--- config.mk ---
export PLATFORM = sky130hd
export DESIGN_NAME = tlc_junction
export DESIGN_NICKNAME = d
export VERILOG_FILES = /design/src/rtl/tlc_pkg.sv /design/src/rtl/tlc_interval_timer.sv /design/src/rtl/tlc_phase_seq.sv /design/src/rtl/tlc_light_dec.sv /design/src/rtl/tlc_junction.sv
export SDC_FILE = /design/constraint.sdc
export NUM_CORES = 1
export LEC_CHECK = 0
export ABC_AREA = 1
export BUFFER_PORTS_ARGS = -buffer_cell sky130_fd_sc_hd__buf_2
export CAP_MARGIN = 20
export CORE_AREA = 5 5 42 44
export DETAILED_ROUTE_END_ITERATION = 10
export DIE_AREA = 0 0 47 49
export HOLD_SLACK_MARGIN = 0.1
export MAX_ROUTING_LAYER = met4
export SLEW_MARGIN = 10
export SYNTH_ARGS = -nofsm -noshare
export SYNTH_HDL_FRONTEND = slang
export SYNTH_SLANG_ARGS = --single-unit
--- constraint.sdc ---
create_clock -name clk -period 1.5 [get_ports clk]
set_input_delay 0.3 -clock clk [delete_from_list [all_inputs] [get_ports clk]]
set_output_delay 0.3 -clock clk [all_outputs]
set_load 0.03 [all_outputs]
--- src/rtl/tlc_pkg.sv ---
package tlc_pkg;
  typedef enum logic [1:0] {
    LT_GREEN  = 2'b00,
    LT_YELLOW = 2'b01,
    LT_RED    = 2'b10
  } light_t;

  typedef enum logic [1:0] {
    PH_HWY_GO    = 2'd0,
    PH_HWY_WARN  = 2'd1,
    PH_FARM_GO   = 2'd2,
    PH_FARM_WARN = 2'd3
  } phase_t;
endpackage

--- src/rtl/tlc_interval_timer.sv ---
module tlc_interval_timer #(
  parameter int SHORT_CYC = 3,
  parameter int LONG_CYC  = 8
) (
  input  logic clk,
  input  logic rst,
  input  logic start_i,
  output logic short_done_o,
  output logic long_done_o
);
  localparam int CW = (LONG_CYC > 2) ? $clog2(LONG_CYC) : 1;
  localparam logic [CW-1:0] SHORT_M1 = CW'(SHORT_CYC - 1);
  localparam logic [CW-1:0] LONG_M1  = CW'(LONG_CYC - 1);

  logic [CW-1:0] cnt_q;
  logic [CW-1:0] cnt_nx;

  // counts edges since the restart edge, saturating at the long limit
  assign cnt_nx = (cnt_q >= LONG_M1) ? cnt_q : cnt_q + 1'b1;

  always_ff @(posedge clk) begin
    if (rst || start_i) begin
      cnt_q        <= '0;
      short_done_o <= 1'b0;
      long_done_o  <= 1'b0;
    end else begin
      cnt_q        <= cnt_nx;
      short_done_o <= (cnt_nx >= SHORT_M1);
      long_done_o  <= (cnt_nx >= LONG_M1);
    end
  end
endmodule

--- src/rtl/tlc_phase_seq.sv ---
module tlc_phase_seq
  import tlc_pkg::*;
(
  input  logic   clk,
  input  logic   rst,
  input  logic   car_i,
  input  logic   short_done_i,
  input  logic   long_done_i,
  output phase_t phase_o,
  output logic   restart_o
);
  logic advance;

  always_comb begin
    unique case (phase_o)
      PH_HWY_GO:    advance = long_done_i && car_i;
      PH_HWY_WARN:  advance = short_done_i;
      PH_FARM_GO:   advance = long_done_i || !car_i;
      PH_FARM_WARN: advance = short_done_i;
      default:      advance = 1'b0;
    endcase
  end

  assign restart_o = advance && !rst;

  // modulo-4 phase counter, stepping only on a qualified trigger
  always_ff @(posedge clk) begin
    if (rst)          phase_o <= PH_HWY_GO;
    else if (advance) phase_o <= phase_t'(phase_o + 2'd1);
  end
endmodule

--- src/rtl/tlc_light_dec.sv ---
module tlc_light_dec
  import tlc_pkg::*;
#(
  parameter bit FARM_SIDE = 1'b0
) (
  input  phase_t phase_i,
  output light_t light_o
);
  generate
    if (FARM_SIDE) begin : g_farm
      always_comb begin
        unique case (phase_i)
          PH_FARM_GO:   light_o = LT_GREEN;
          PH_FARM_WARN: light_o = LT_YELLOW;
          default:      light_o = LT_RED;
        endcase
      end
    end else begin : g_hwy
      always_comb begin
        unique case (phase_i)
          PH_HWY_GO:   light_o = LT_GREEN;
          PH_HWY_WARN: light_o = LT_YELLOW;
          default:     light_o = LT_RED;
        endcase
      end
    end
  endgenerate
endmodule

--- src/rtl/tlc_junction.sv ---
module tlc_junction
  import tlc_pkg::*;
#(
  parameter int SHORT_CYC = 3,
  parameter int LONG_CYC  = 8
) (
  input  logic       clk,
  input  logic       rst,
  input  logic       car_i,
  output logic [1:0] hwy_light_o,
  output logic [1:0] farm_light_o
);
  logic   tmr_restart;
  logic   tmr_short;
  logic   tmr_long;
  phase_t phase;
  light_t hwy_l;
  light_t farm_l;

  tlc_interval_timer #(.SHORT_CYC(SHORT_CYC), .LONG_CYC(LONG_CYC)) timer_i (
    .clk(clk), .rst(rst), .start_i(tmr_restart),
    .short_done_o(tmr_short), .long_done_o(tmr_long)
  );

  tlc_phase_seq seq_i (
    .clk(clk), .rst(rst), .car_i(car_i),
    .short_done_i(tmr_short), .long_done_i(tmr_long),
    .phase_o(phase), .restart_o(tmr_restart)
  );

  tlc_light_dec #(.FARM_SIDE(1'b0)) hwy_dec_i  (.phase_i(phase), .light_o(hwy_l));
  tlc_light_dec #(.FARM_SIDE(1'b1)) farm_dec_i (.phase_i(phase), .light_o(farm_l));

  assign hwy_light_o  = hwy_l;
  assign farm_light_o = farm_l;
endmodule

==> results of run 1 <==
how the worst min path moves through the flow:
stage,start,endpoint,slack [ps],cells past startpoint
floorplan,rst,seq_i.phase_o[1]$_SDFFE_PP0P_,460,3
global placement,timer_i.cnt_q[2]$_SDFF_PP0_,timer_i.cnt_q[2]$_SDFF_PP0_,530,2
detailed placement,timer_i.cnt_q[2]$_SDFF_PP0_,timer_i.cnt_q[2]$_SDFF_PP0_,560,2
CTS,rst,seq_i.phase_o[1]$_SDFFE_PP0P_,300,4
global route,rst,seq_i.phase_o[0]$_SDFFE_PP0P_,310,4
finish,rst,seq_i.phase_o[0]$_SDFFE_PP0P_,310,4
where the power goes:
group	leakage (nW)	switching [W]	internal, W
combinational	0.231	0.000342	0.000216
clock	0.0150	0.0000670	0.000101
sequential	0.0586	0.0000624	0.000256
total	0.304	0.000472	0.000573
per-stage QoR:
stage               util [%]  cell area (sq um)  total power [W]  worst slack [ps]  hold WS, ps
global placement       36.34              509.2        0.0008377             162.7        527.2
detailed placement     36.34              509.2        0.0008442             175.8        556.0
CTS                    38.75              543.0         0.001043            0.6654        300.1
floorplan                  -              459.2        0.0007321             92.85        462.5
global route           39.38              551.8         0.001164             5.384        312.6
finish                 39.38              551.8         0.001045             61.31        306.3
synth_stat cells:
cell | count | area (sq um)
nand2_1 | 12 | 45.04
dfxtp_1 | 7 | 140.1
ha_1 | 8 | 100.1
inv_2 | 2 | 7.510
o21ai_1 | 1 | 5.000
nand2_2 | 5 | 31.28
or2_0 | 1 | 6.260
nand3_1 | 4 | 20.02
nand2_4 | 1 | 11.26
inv_1 | 7 | 26.28
a21oi_1 | 2 | 10.01
nor2_1 | 9 | 33.78
nand3_2 | 2 | 20.02
cells by family after synthesis:
kind of cell    after synthesis  share of synthesized area [%]
compound gates                3                          3.287
flops                         7                          30.68
fa+ha+maj                     8                          21.92
buf+inv                       9                          7.399
simple gates                 34                          36.71
state kept, by name, summed over array words and instances (netlist names):
register	count
timer_i.short_done_o	1
timer_i.long_done_o	1
timer_i.cnt_q	3
seq_i.phase_o	2
final cells by class:
cell class                 count  area [sq um]  area share (%)
clock buffer                   4         26.28           4.762
inverter                       9         33.78           6.122
multi-input combinational     45         287.8           52.15
sequential                     7         145.1           26.30
tap                           16         20.02           3.628
timing repair buffer           6         38.79           7.029
layer usage:
metal / up-vias / track usage (%) / wire length (um)
met4: 0 / 5.530 / 0
met1: 155 / 9.890 / 331
li1: 209 / - / -
met2: 5 / 11.99 / 345
met5: - / - / 0
met3: 0 / 2.214 / 42
worst reg2reg max path: stages, from the launching register on:
cell and delay [ps]:
dfxtp_1 390, ha_1 170, ha_1 150, inv_2 60, or2_0 190, nand2_1 90
inv_1 40, nand2_1 50, nor2_1 40
timing repair:
item | CTS | global route
pin swaps | 0 | 1
setup buffers | 0 | 0
hold buffers | 0 | 0
resized for setup | 4 | 5
endpoints found under the setup margin | 2 | 3
==> results_dict.tcl, run 1 <==
set metrics [dict create \
    run_status "complete, no violations" \
    drc 0 \
    htree_levels 1 \
    cts-buffers-inserted 3 \
    dp_hpwl_um 618.9 \
    final.min_clock_period_ps 1439 \
    io-pin-count 7 \
    grt_overflow 0 \
    slowest_delay_ps 370 \
    synthToLayoutAreaGrowth_pct 20.82 \
    fmax_mhz 695.1 \
    num_rows 14 \
    setup-tns-final_ps 0 \
    drtAntennaViolNets 0 \
    worstHoldPathType "input port to flip-flop" \
    fin_crit_sh_pct 95.91 \
    root_buffer "clkbuf_4" \
    r2r_slack_ps 220 \
    worst_pin_slew_ps 166.2 \
    syn_area_per_cell_sq_um 7.487 \
    yosysWarnings 0 \
    dp.cells 83 \
    core_area_sq_mm 0.001401 \
    clock_latency_ps 250 \
    grt_pass1_vias 346 \
    seq_area_frac_synth_pct 30.68 \
    vias_per_cell 4.241 \
    clk_path_buf_depth 2 \
    die_area_sq_mm 0.002303 \
    startpoint "seq_i.phase_o[0]$_SDFFE_PP0P_" \
    nFillCells 162 \
    grt_pass1_wl_um 1338 \
    yosysUniqueCellTypes 13 \
    layout.cells.non_filler 87 \
    drtIter0Drc 6 \
    cts_sinks 7 \
    vdd_ir_drop_max_uv 723.5 \
    drt_wl_total_um 719 \
    crit_buf_inv 2 \
    critPathCaptureType "output port" \
    crit_slowest_cell "dfxtp_4" \
    critical_path_class "flip-flop to output port" \
    fin_skew_ps 1.630 \
    final_net_count 83 \
    numPortBuffers 6 \
    cp-endpoint "farm_light_o[1]" \
    antenna_cells 0 \
    antenna_found_initial 0 \
    rr_startpoint "timer_i.cnt_q[0]$_SDFF_PP0_" \
    cts_tree "built" \
    arrival_ps 1140 \
    critPathMaxFanout 6 \
    drt-wirelength-per-cell_um 8.264 \
    cp.depth 4 \
    max_cap_viol_count 0 \
    rsz0062_at_grt "no" \
    power.density_mw_per_mm2 1894 \
    cp_data_required_time_ps 1200 \
    num_vias 369 \
    relSlewSlack_pct 88.89 \
    final_common_cell "nand2_1" \
    path_clk_slew_ps 50 \
    synth_cells 61 \
    initial_core_util_pct 32.59 \
    reg2reg_depth 8 \
    p_leak_nw 0.3042 \
    mappedNetlistNets 72 \
    gp_congestion 0.6853 \
    syn_area_sq_um 456.7 \
    crit_family "flip-flops" \
    ys_seq_elements 7 \
    die_w_um 47 \
    r2r_end "timer_i.long_done_o$_SDFF_PP0_" \
    grt_util_all_layers_pct 8.375 \
    grt_max_degree 7 \
    die_y_um 49 \
    slew_violations 0 \
    path_cells "inv_2, ha_1, nor2_1, buf_4" \
    drive_above_1_share_pct 35.21 \
    final_cell_mix "12 x nand2_1, 8 x nor2_1, 7 x ha_1" \
    timing.final.hold_violations 0 \
    first_pass_iters 4 \
    setup_viol 0 \
    worst_setup_path_start_kind "flip-flop" \
]
Power figures use the tool's default switching activity.
==> run 2, diff against run 1 <==
--- a/config.mk
+++ b/config.mk
@@ -8,11 +8,14 @@
 export ABC_AREA = 1
 export BUFFER_PORTS_ARGS = -buffer_cell sky130_fd_sc_hd__buf_2
 export CAP_MARGIN = 20
+export CELL_PAD_IN_SITES_DETAIL_PLACEMENT = 1
+export CELL_PAD_IN_SITES_GLOBAL_PLACEMENT = 1
 export CORE_AREA = 5 5 42 44
 export DETAILED_ROUTE_END_ITERATION = 10
 export DIE_AREA = 0 0 47 49
 export HOLD_SLACK_MARGIN = 0.1
 export MAX_ROUTING_LAYER = met4
+export PLACE_DENSITY_LB_ADDON = 0.1
 export SLEW_MARGIN = 10
 export SYNTH_ARGS = -nofsm -noshare
 export SYNTH_HDL_FRONTEND = slang
==> results_dict.tcl, run 2 (synthesis results as in run 1) <==
set metrics [dict create \
    run_status "complete, no violations" \
    setup_viol 0 \
    worst_setup_path_start_kind "flip-flop" \
    cp_data_required_time_ps 1200 \
    p_seq_share_pct 29.7 \
    final_cell_mix "12 x nand2_1, 8 x nor2_1, 6 x ha_1" \
    io-pin-count 7 \
    crit_family "flip-flops" \
    relSlewSlack_pct 88.18 \
    antenna_found_initial 0 \
    clock_latency_ps 260 \
    crit_buf_inv 2 \
    dp_hpwl_um 703.4 \
    gp_congestion 0.7175 \
    antenna_cells 0 \
    final.min_clock_period_ps 1433 \
    numPortBuffers 6 \
    vias_per_cell 4.563 \
    first_pass_iters 4 \
    cts_hold_buf 0 \
    setup-tns-final_ps 0 \
    drt_wl_total_um 859 \
    drtAntennaViolNets 0 \
    initial_core_util_pct 32.59 \
    placed_area_sq_um 509.2 \
    die_w_um 47 \
    drt-wirelength-per-cell_um 9.874 \
    fin_skew_ps 8.588 \
    top_regs "timer_i.cnt_q (3), seq_i.phase_o (2)" \
    path_clk_slew_ps 50 \
    die_y_um 49 \
    max_cap_viol_count 0 \
    p_int_w 0.0005753 \
    drtIter0Drc 6 \
    regMostFlops "timer_i.cnt_q" \
    dp.cells 83 \
    critPathMaxFanout 6 \
    drive_above_1_share_pct 38.03 \
    worstHoldPathType "input port to flip-flop" \
    grt_overflow 0 \
    root_buffer "clkbuf_4" \
    path_cells "inv_2, ha_1, nor2_2, buf_6" \
    cts_tree "built" \
    final_common_cell "nand2_1" \
    critPathCaptureType "output port" \
    p_sw_w 0.0004982 \
    synthToLayoutAreaGrowth_pct 21.64 \
    num_rows 14 \
    num_vias 397 \
    p_leak_nw 0.3045 \
    final_net_count 83 \
    fin_crit_sh_pct 95.55 \
    cts-buffers-inserted 3 \
    grt_max_degree 7 \
    core_area_sq_mm 0.001401 \
    power.total_w 0.001073 \
    fmax_mhz 697.7 \
    htree_levels 1 \
    worst_pin_slew_ps 176.8 \
    grt_pass1_vias 378 \
    clkPwrFrac_pct 16.6 \
    fin_area_sq_um 555.5 \
    die_area_sq_mm 0.002303 \
    vdd_ir_drop_max_uv 772.5 \
    utilization_pct 39.64 \
    rsz0062_at_grt "no" \
    power.density_mw_per_mm2 1932 \
    crit_slowest_cell "dfxtp_4" \
    arrival_ps 1130 \
    grt_pass1_wl_um 1587 \
    largest_reg_flops 3 \
    slowest_delay_ps 380 \
    cts_sinks 7 \
    clk_path_buf_depth 2 \
    power_frac_comb_pct 53.7 \
    timing.final.hold_violations 0 \
    grt_util_all_layers_pct 10.20 \
    critical_path_class "flip-flop to output port" \
    drc 0 \
    slew_violations 0 \
    p_sw_share_pct 46.41 \
    layout.cells.non_filler 87 \
]
==> run 2: power groups by stage <==
stage	Sequential, W	Clock, W	Combinational (W)
floorplan	0.000296	0	0.000436
global placement	0.000308	0	0.000550
detailed placement	0.000312	0	0.000546
CTS	0.000316	0.000186	0.000570
global route	0.000331	0.000202	0.000666
finish	0.000319	0.000178	0.000576
==> run 2: area by class of cell <==
class	count	area (sq um)
Multi-Input combinational cell	45	290.3
Fill cell	191	845.8
Inverter	9	33.78
Clock inverter	1	5.005
Clock buffer	3	22.52
Tap cell	16	20.02
Sequential cell	7	145.1
Timing Repair Buffer	6	38.79
==> run 2: per-stage QoR <==
step	hold WS (ps)	setup slack, ps
after floorplan	462.5	92.85
after global placement	536.2	132.4
after detailed placement	543.7	135.7
after CTS	295.7	7.575
after global routing	297.6	3.362
final	300.7	66.75
==> run 2: final timing paths <==
kind	endpoint	from	depth (start not counted)	slack [ps]
max	hwy_light_o[1]	seq_i.phase_o[0]$_SDFFE_PP0P_	4	70
min	seq_i.phase_o[0]$_SDFFE_PP0P_	rst	4	300
max reg2reg	timer_i.long_done_o$_SDFF_PP0_	timer_i.cnt_q[0]$_SDFF_PP0_	8	230
min reg2reg	seq_i.phase_o[0]$_SDFFE_PP0P_	seq_i.phase_o[0]$_SDFFE_PP0P_	2	550
==> run 2: per-layer routing <==
metal / track usage [%] / vias up / wire length [um]
li1: - / 210 / -
met1: 13.50 / 175 / 429
met2: 11.99 / 8 / 364
met3: 4.428 / 4 / 44
met4: 6.912 / 0 / 20
met5: - / - / 0
==> run 2: timing repair <==
item / 4_1_cts / 5_1_grt
setup buffers: 0 / 0
hold endpoints to repair: 0 / 0
pin swaps: 0 / 1
resized for setup: 5 / 5
gates cloned: 0 / 0
setup endpoints to repair: 2 / 3
==> run 2: worst reg2reg max path, delay by kind of cell (launching register included) <==
kind,cells,cell delay [ps]
adders and majority gates,2,320
buffers and inverters,2,100
DFF,1,390
and+or+nand+nor,4,380
